==> src/rtl/fir4_pkg.sv <==
package fir4_pkg;
  localparam int NTAPS = 4;

  typedef enum logic {
    ARCH_DIRECT     = 1'b0,
    ARCH_TRANSPOSED = 1'b1
  } fir_arch_e;
endpackage

==> src/rtl/fir4_prod_reg.sv <==
// One registered constant multiply, full product width.
module fir4_prod_reg #(
  parameter int DW = 8,
  parameter int CW = 8,
  parameter logic [CW-1:0] COEF = '0,
  localparam int PW = DW + CW
) (
  input  logic                 clk_i,
  input  logic                 rst_ni,
  input  logic                 en_i,
  input  logic signed [DW-1:0] x_i,
  output logic signed [PW-1:0] p_o
);
  logic signed [PW-1:0] x_ext, c_ext;

  assign x_ext = PW'(x_i);
  assign c_ext = PW'($signed(COEF));

  always_ff @(posedge clk_i or negedge rst_ni) begin
    if (!rst_ni)   p_o <= '0;
    else if (en_i) p_o <= x_ext * c_ext;
  end
endmodule

==> src/rtl/fir4_direct.sv <==
// Purely pipelined direct form: delay line -> product regs -> pair sums -> output reg.
module fir4_direct
  import fir4_pkg::*;
#(
  parameter int DW = 8,
  parameter int CW = 8,
  parameter logic [NTAPS-1:0][CW-1:0] COEF = '0,
  localparam int PW = DW + CW,
  localparam int SW = PW + 1,
  localparam int OW = PW + 2
) (
  input  logic                 clk_i,
  input  logic                 rst_ni,
  input  logic                 en_i,
  input  logic signed [DW-1:0] x_i,
  output logic signed [OW-1:0] y_o
);
  logic signed [DW-1:0] dly_q [1:NTAPS-1];
  logic signed [DW-1:0] tap_c [NTAPS];
  logic signed [PW-1:0] prod_w [NTAPS];
  logic signed [SW-1:0] pair_q [2];

  assign tap_c[0] = x_i;
  for (genvar i = 1; i < NTAPS; i++) begin : g_tap
    assign tap_c[i] = dly_q[i];
  end

  always_ff @(posedge clk_i or negedge rst_ni) begin
    if (!rst_ni) begin
      for (int k = 1; k < NTAPS; k++) dly_q[k] <= '0;
    end else if (en_i) begin
      dly_q[1] <= x_i;
      for (int k = 2; k < NTAPS; k++) dly_q[k] <= dly_q[k-1];
    end
  end

  for (genvar i = 0; i < NTAPS; i++) begin : g_mul
    fir4_prod_reg #(.DW(DW), .CW(CW), .COEF(COEF[i])) u_prod (
      .clk_i (clk_i),
      .rst_ni(rst_ni),
      .en_i  (en_i),
      .x_i   (tap_c[i]),
      .p_o   (prod_w[i])
    );
  end

  always_ff @(posedge clk_i or negedge rst_ni) begin
    if (!rst_ni) begin
      pair_q[0] <= '0;
      pair_q[1] <= '0;
      y_o       <= '0;
    end else if (en_i) begin
      pair_q[0] <= SW'(prod_w[0]) + SW'(prod_w[1]);
      pair_q[1] <= SW'(prod_w[2]) + SW'(prod_w[3]);
      y_o       <= OW'(pair_q[0]) + OW'(pair_q[1]);
    end
  end

  a_r5_tree_frozen : assert property (@(posedge clk_i) disable iff (!rst_ni)
    !en_i |=> $stable(pair_q[0]) && $stable(pair_q[1]));
endmodule

==> src/rtl/fir4_transposed.sv <==
// Transposed form: product regs feed a registered accumulation chain; final add drives the port.
module fir4_transposed
  import fir4_pkg::*;
#(
  parameter int DW = 8,
  parameter int CW = 8,
  parameter logic [NTAPS-1:0][CW-1:0] COEF = '0,
  localparam int PW = DW + CW,
  localparam int OW = PW + 2
) (
  input  logic                 clk_i,
  input  logic                 rst_ni,
  input  logic                 en_i,
  input  logic signed [DW-1:0] x_i,
  output logic signed [OW-1:0] y_o
);
  logic signed [PW-1:0] prod_w [NTAPS];
  logic signed [OW-1:0] acc_q  [1:NTAPS-1];

  for (genvar i = 0; i < NTAPS; i++) begin : g_mul
    fir4_prod_reg #(.DW(DW), .CW(CW), .COEF(COEF[i])) u_prod (
      .clk_i (clk_i),
      .rst_ni(rst_ni),
      .en_i  (en_i),
      .x_i   (x_i),
      .p_o   (prod_w[i])
    );
  end

  always_ff @(posedge clk_i or negedge rst_ni) begin
    if (!rst_ni) begin
      for (int k = 1; k < NTAPS; k++) acc_q[k] <= '0;
    end else if (en_i) begin
      acc_q[NTAPS-1] <= OW'(prod_w[NTAPS-1]);
      for (int k = 1; k < NTAPS-1; k++) acc_q[k] <= OW'(prod_w[k]) + acc_q[k+1];
    end
  end

  assign y_o = OW'(prod_w[0]) + acc_q[1];

  a_r5_chain_frozen : assert property (@(posedge clk_i) disable iff (!rst_ni)
    !en_i |=> $stable(acc_q[1]));
endmodule

==> src/rtl/fir4_valid.sv <==
// Output strobe: one cycle after an accepted sample, suppressed until the pipe has filled.
module fir4_valid #(
  parameter int LAT = 3
) (
  input  logic clk_i,
  input  logic rst_ni,
  input  logic valid_i,
  output logic valid_o
);
  if (LAT > 1) begin : g_fill
    localparam int CNTW = $clog2(LAT);
    logic [CNTW-1:0] cnt_q;
    logic            full_c;

    assign full_c = (cnt_q == CNTW'(LAT - 1));

    always_ff @(posedge clk_i or negedge rst_ni) begin
      if (!rst_ni) begin
        cnt_q   <= '0;
        valid_o <= 1'b0;
      end else begin
        if (valid_i && !full_c) cnt_q <= cnt_q + 1'b1;
        valid_o <= valid_i && full_c;
      end
    end
  end else begin : g_nofill
    always_ff @(posedge clk_i or negedge rst_ni) begin
      if (!rst_ni) valid_o <= 1'b0;
      else         valid_o <= valid_i;
    end
  end

  a_r4_follows_input : assert property (@(posedge clk_i) disable iff (!rst_ni)
    valid_o |-> $past(valid_i));
endmodule

==> src/rtl/fir4_cutset.sv <==
module fir4_cutset
  import fir4_pkg::*;
#(
  parameter int DW = 8,
  parameter int CW = 8,
  parameter logic [NTAPS-1:0][CW-1:0] COEF = {-8'sd2, 8'sd7, -8'sd5, 8'sd3},
  parameter fir_arch_e ARCH = ARCH_DIRECT,
  localparam int OW  = DW + CW + 2,
  localparam int LAT = (ARCH == ARCH_DIRECT) ? 3 : 1
) (
  input  logic                 clk_i,
  input  logic                 rst_ni,
  input  logic                 valid_i,
  input  logic signed [DW-1:0] x_i,
  output logic                 valid_o,
  output logic signed [OW-1:0] y_o
);
  if (ARCH == ARCH_DIRECT) begin : g_direct
    fir4_direct #(.DW(DW), .CW(CW), .COEF(COEF)) u_core (
      .clk_i (clk_i),
      .rst_ni(rst_ni),
      .en_i  (valid_i),
      .x_i   (x_i),
      .y_o   (y_o)
    );
  end else begin : g_transposed
    fir4_transposed #(.DW(DW), .CW(CW), .COEF(COEF)) u_core (
      .clk_i (clk_i),
      .rst_ni(rst_ni),
      .en_i  (valid_i),
      .x_i   (x_i),
      .y_o   (y_o)
    );
  end

  fir4_valid #(.LAT(LAT)) u_valid (
    .clk_i  (clk_i),
    .rst_ni (rst_ni),
    .valid_i(valid_i),
    .valid_o(valid_o)
  );

  function automatic longint out_bound();
    longint s = 0;
    for (int i = 0; i < NTAPS; i++) begin
      longint c = longint'($signed(COEF[i]));
      s += (c < 0) ? -c : c;
    end
    return s * (longint'(1) <<< (DW - 1));
  endfunction

  localparam longint BOUND = out_bound();

  a_r1_reset_clear : assert property (@(posedge clk_i)
    !rst_ni |-> !valid_o && (y_o == '0));

  a_r5_hold_output : assert property (@(posedge clk_i) disable iff (!rst_ni)
    !valid_i |=> $stable(y_o));

  a_r6_in_range : assert property (@(posedge clk_i) disable iff (!rst_ni)
    (longint'(y_o) <= BOUND) && (longint'(y_o) >= -BOUND));
endmodule

==> config.mk <==
export PLATFORM = sky130hd
export DESIGN_NAME = fir4_cutset
export DESIGN_NICKNAME = d
export VERILOG_FILES = /design/src/rtl/fir4_pkg.sv /design/src/rtl/fir4_prod_reg.sv /design/src/rtl/fir4_direct.sv /design/src/rtl/fir4_transposed.sv /design/src/rtl/fir4_valid.sv /design/src/rtl/fir4_cutset.sv
export SDC_FILE = /design/constraint.sdc
export NUM_CORES = 1
export LEC_CHECK = 0
export ABC_AREA = 1
export BUFFER_PORTS_ARGS = -buffer_cell sky130_fd_sc_hd__clkbuf_2
export CAP_MARGIN = 20
export CORE_MARGIN = 5
export CORE_UTILIZATION = 29
export CTS_CLUSTER_DIAMETER = 150
export DETAILED_ROUTE_END_ITERATION = 10
export PLACE_DENSITY = 0.52
export REMOVE_ABC_BUFFERS = 1
export SETUP_SLACK_MARGIN = 0.15
export SLEW_MARGIN = 20
export SYNTH_ARGS = -nofsm -noshare
export SYNTH_HDL_FRONTEND = slang
export SYNTH_SLANG_ARGS = --single-unit
==> constraint.sdc <==
create_clock -name clk_i -period 2.55 [get_ports clk_i]
set_input_delay 0.3825 -clock clk_i [delete_from_list [all_inputs] [get_ports clk_i]]
set_output_delay 0.3825 -clock clk_i [all_outputs]
set_load 0.05 [all_outputs]
# After elaboration in Yosys (flattened, before gate mapping)
# Index checks and enable logic that the tools add are counted.
dict set report op_classes {
  addsub 5
  multipliers 3
  eq_ne 1
  n_reduce_logical 3
}
# cell count
set op_table {}
lappend op_table {{$mul 8x4->12 const B} 2}
lappend op_table {{$add 17x17->18} 1}
lappend op_table {{$add 12x16->17} 1}
lappend op_table {{$neg 8->15} 1}
lappend op_table {{$add 11x12->13} 1}
lappend op_table {{$mul 8x3->11 const B} 1}
lappend op_table {{$add 2x1->2 const B} 1}
lappend op_table {{$eq 2x2->1 const B} 1}
lappend op_table {{$logic_and 1x1->1} 2}
lappend op_table {{$logic_not 1->1} 1}
dict set report totals {
  ff_bits 129
  in_bits 11
  wordCells 24
}

# Logic depth before layout (Yosys ltp)
dict set report depth {
  depth_word 3
  ltp_mapped 16
  depth_no_buf 16
}

# By module
# A second synthesis with hierarchy kept.
dict set report hier_totals {
  hier_cells 1298
  area_unflattened_um2 9590.4
}
# mod n_inst cells_per_inst area_per_inst_um2 seq_area_each_um2
set modules_own_cells {}
lappend modules_own_cells {fir4_direct 1 752 5332.6 1901.8}
lappend modules_own_cells {{fir4_prod_reg at g_direct.u_core.g_mul[1].u_prod} 1 178 1353.8 300.3}
lappend modules_own_cells {{fir4_prod_reg at g_direct.u_core.g_mul[2].u_prod} 1 144 1132.3 300.3}
lappend modules_own_cells {{fir4_prod_reg at g_direct.u_core.g_mul[0].u_prod} 1 119 902.1 275.3}
lappend modules_own_cells {{fir4_prod_reg at g_direct.u_core.g_mul[3].u_prod} 1 89 732.0 375.4}
lappend modules_own_cells {fir4_valid 1 16 137.6 75.1}

# Worst setup path before layout
# Ideal clock, no wire load.
dict set report synth_timing {
  kind {reg-to-reg}
  start {register g_direct.u_core.dly_q[19] (netlist bit)}
  end {register g_direct.u_core.g_mul[1].u_prod.p_o[11] (netlist name)}
  arrival_time_ns 2.531
  t_required_ns 2.432
  setup_slack_ns -0.099
  path_stages_with_launch 15
  period_less_slack_ns 2.649
  path_cell_list {dfrtp_1 ha_1 inv_1 fa_1 inv_1 ha_1 fa_1 nand3_1 nand2_1 nand2_1 nor2_1 nand3_1 nand3_1 nand3_1 nand2_1}
}
dict set report synth_between {
  elab_chain_cells 1
}
# element line
set synth_rtl {}
lappend synth_rtl {{start, declared} fir4_direct.sv:18} ;# logic signed [DW-1:0] dly_q [1:NTAPS-1];
lappend synth_rtl {{$mul 8x4->12} fir4_prod_reg.sv:21} ;# else if (en_i) p_o <= x_ext * c_ext;
# No other way between the ends.
# A chain may end at the register's enable or synchronous reset.

# Final worst setup path
dict set report layout_timing {
  start {register g_direct.u_core.dly_q[19] (netlist bit)}
  end {register g_direct.u_core.g_mul[1].u_prod.p_o[11] (netlist name)}
}
dict set report layout_between {
  elab_chain_cells 1
}
# element line
set layout_rtl {}
lappend layout_rtl {{$mul 8x4->12} fir4_prod_reg.sv:21}
# No other way between the ends.

==> qor.yml <==
critical_path:
  worstPathRequired_ns: 2.87
  end_kind: "flop"
  cpMaxStageDelayCell: "fa_1"
  cp_data_arrival_time_ns: 2.91
  max_stage_delay_ns: 0.51
  worstPathCellList: "ha_4 -> inv_2 -> fa_1 -> inv_2 -> ha_4 -> fa_2 -> nand3_1 -> nand2_2 -> nand2_4 -> nor2_4 -> nand3_2 -> nand3_1 -> nand3_1 -> nand2_1"
  cp-start-kind: "flop"
  cp_max_fo: 3
  worst_path_most_repeated_cell: "nand3_1"
  path_class: "reg -> reg"
synth:
  yosysWarnings: 0
  yosysSeqAreaShare_pct: 35.9
  async_reset_ff_share_pct: 100
  yosys-top-cells-count: "353 x nand2_1, 121 x dfrtp_1, 114 x inv_1, 100 x ha_1, 91 x o21ai_0"
  synth_area_um2: 8430
  yosysTopAreaCell: "dfrtp_1"
  synth_area_per_cell_um2: 7.70
  synth_top_area_share_pct: 35.9
  synth.top_cells.by_area: "dfrtp_1 36%, nand2_1 16%, ha_1 15%"
  netlist-cell-type-count: 34
  synth_ff_type: "dfrtp_1"
  yosysMostFrequentCell: "nand2_1"
  synth-seq-cells: 121
  syn-instance-count: 1095
  synth_edf_count: 0
global_routing:
  track_usage_pct: 13.1
  grt_pass1_vias: 7127
  grt_max_degree: 103
  grt_pass1_wl_um: 35500
  gr-total-overflow: 0
  antenna_found_initial: 0
cells_and_area:
  syn2layout_area_growth_pct: 24.9
  layout.area.seq_um2: 3030
  final_nets: 1299
  multi_input_area_um2: 5360
  post-route-util_pct: 36.7
  antenna_cells_inserted: 0
  n_fill_cell: 2978
  fin_cells: 1569
  layout-drive-gt1-share_pct: 17.6
placement:
  io_buffers: 29
  dp.cells: 1522
  place_congestion: 0.841
  dp.final_hpwl_um: 15500
status:
  outcome: "finished with violations"
  failed_checks: "negative setup slack"
detailed_routing:
  detail_route.iter0.violations: 394
  ant_nets: 0
  vias: 7085
  first_pass_iters: 5
  vias_per_cell: 4.52
  drc: 0
  wirelength_um: 20900
  wl_per_cell_um: 13.3
floorplanning:
  core-area_um2: 28700
  die_h_um: 181
  die_w_um: 181
  start_util_pct: 29.4
  ioPinCount: 30
  placementRows: 62
  die_area_um2: 32600
sta:
  tightest_slew_ns: 0.457
  fmax_mhz: 386
  rsz0062_at_grt: "true"
  hold_viol: 0
  finalSetupViolCount: 2
  slew_headroom_pct: 69.5
  clock_skew_ns: 0.00980
  slew_viol_final: 0
  period_minus_slack_ns: 2.59
  finalWorstSetupSlack_ns: -0.0400
  period_share_pct: 102
cts:
  clockBufferDepth: 2
  cts-buffers-inserted: 17
  cts_tree: "yes"
  clock-root-buffer: "clkbuf_16"
  clk_pin_slew_ns: 0.06
  cts.sinks: 121
  h-tree-depth: 4
  insertion_delay_ns: 0.42
power_and_ir_drop:
  p_leak_nw: 5.25
  cellPowerDensity_nw_per_um2: 1150
  peakVddDrop_uv: 457
flow_run:
  drv_cap: 0
min_path:
  hp-class: "in -> reg"
state kept, by name, summed over array words and instances, names as in the netlist:
register / cells
u_valid.valid_o: 1
u_valid.g_fill.cnt_q: 2
g_direct.u_core.dly_q: 21
g_direct.u_core.y_o: 18
g_direct.u_core.pair_q: 30
g_direct.u_core.g_mul.u_prod.p_o: 49
worst max-delay path, delay by kind of cell (launching register included):
family                     cells  cell delay [ns]
adders and majority gates      4             1.36
and+or+nand+nor                8             0.60
DFF                            1             0.43
buffers and inverters          2             0.08
report_power, final:
group          total (mW)  internal, mW  switching (mW)
Clock                2.53          1.60           0.933
Combinational        6.58          2.57            4.01
Sequential           3.01          2.55           0.461
final cells by class:
type,instances,share of cell area [%]
Clock inverter,13,1.58
Tap cell,384,4.56
Sequential cell,121,28.8
Multi-Input combinational cell,832,50.9
Inverter,117,4.24
Timing Repair Buffer,83,5.61
Clock buffer,19,4.30
placed cells by master (no fill, tap or decap), types with 23 or more instances in the layout:
master	Yosys	final
nor2_1	60	57
ha_4	0	23
o21ai_0	91	81
buf_4	0	51
ha_1	100	75
nand3_1	69	61
dfrtp_1	121	119
a21oi_1	51	47
nand2_1	353	343
inv_1	114	98
clkbuf_2	0	27
repair_timing:
action                                  4_1_cts  5_1_grt
endpoints found under the setup margin       15       13
hold endpoints to repair                     25        0
buffers inserted                              9        5
pin swaps                                    22       40
resized for setup                            46       58
hold buffers                                  1        0
stage by stage:
step / hold WS (ns) / worst slack (ns) / setup TNS (ns) / cell area [µm²] / power, mW
after CTS: 0.191 / -0.0388 / -0.0496 / 10200 / 11.9
after floorplan: 0.0869 / -0.179 / -1.41 / 8320 / 7.30
final: 0.204 / -0.0400 / -0.0794 / 10500 / 12.1
after global placement: 0.347 / -0.180 / -0.586 / 9280 / 8.89
after detailed placement: 0.346 / -0.187 / -0.659 / 9280 / 8.93
after global routing: 0.213 / -0.155 / -0.483 / 10500 / 13.2
worst paths after layout:
kind / end / slack [ns] / start / cells after the start
max: g_direct.u_core.g_mul[1].u_prod.p_o[11]$_DFFE_PN0P_ / -0.04 / g_direct.u_core.dly_q[19]$_DFFE_PN0P_ / 14
min: g_direct.u_core.dly_q[17]$_DFFE_PN0P_ / 0.20 / x_i[1] / 3
max reg2reg: g_direct.u_core.g_mul[1].u_prod.p_o[11]$_DFFE_PN0P_ / -0.04 / g_direct.u_core.dly_q[19]$_DFFE_PN0P_ / 14
min reg2reg: g_direct.u_core.y_o[17]$_DFFE_PN0P_ / 0.48 / g_direct.u_core.y_o[17]$_DFFE_PN0P_ / 2
max in group asynchronous: g_direct.u_core.g_mul[0].u_prod.p_o[5]$_DFFE_PN0P_ / 1.45 / rst_ni / 3
min in group asynchronous: g_direct.u_core.y_o[1]$_DFFE_PN0P_ / 0.44 / rst_ni / 2
metal layers:
layer | vias up | routed length [µm] | track usage, %
li1 | 3740 | - | -
met1 | 3245 | 10700 | 18.4
met2 | 83 | 9540 | 21.1
met3 | 17 | 513 | 2.66
met4 | 0 | 181 | 2.69
met5 | - | 0 | 0
logic make-up (layout without fill, tap and decap cells):
family	after synthesis	in the layout	share of synthesized area, %
adders and majority gates	116	116	18.6
and+or+nand+nor	521	521	25.5
AOI/OAI and AO/OA	167	167	10.6
xor gates and xnor gates	28	28	2.91
DFF	121	121	35.9
buffers and inverters	142	232	6.47
Power figures use the tool's default switching activity.
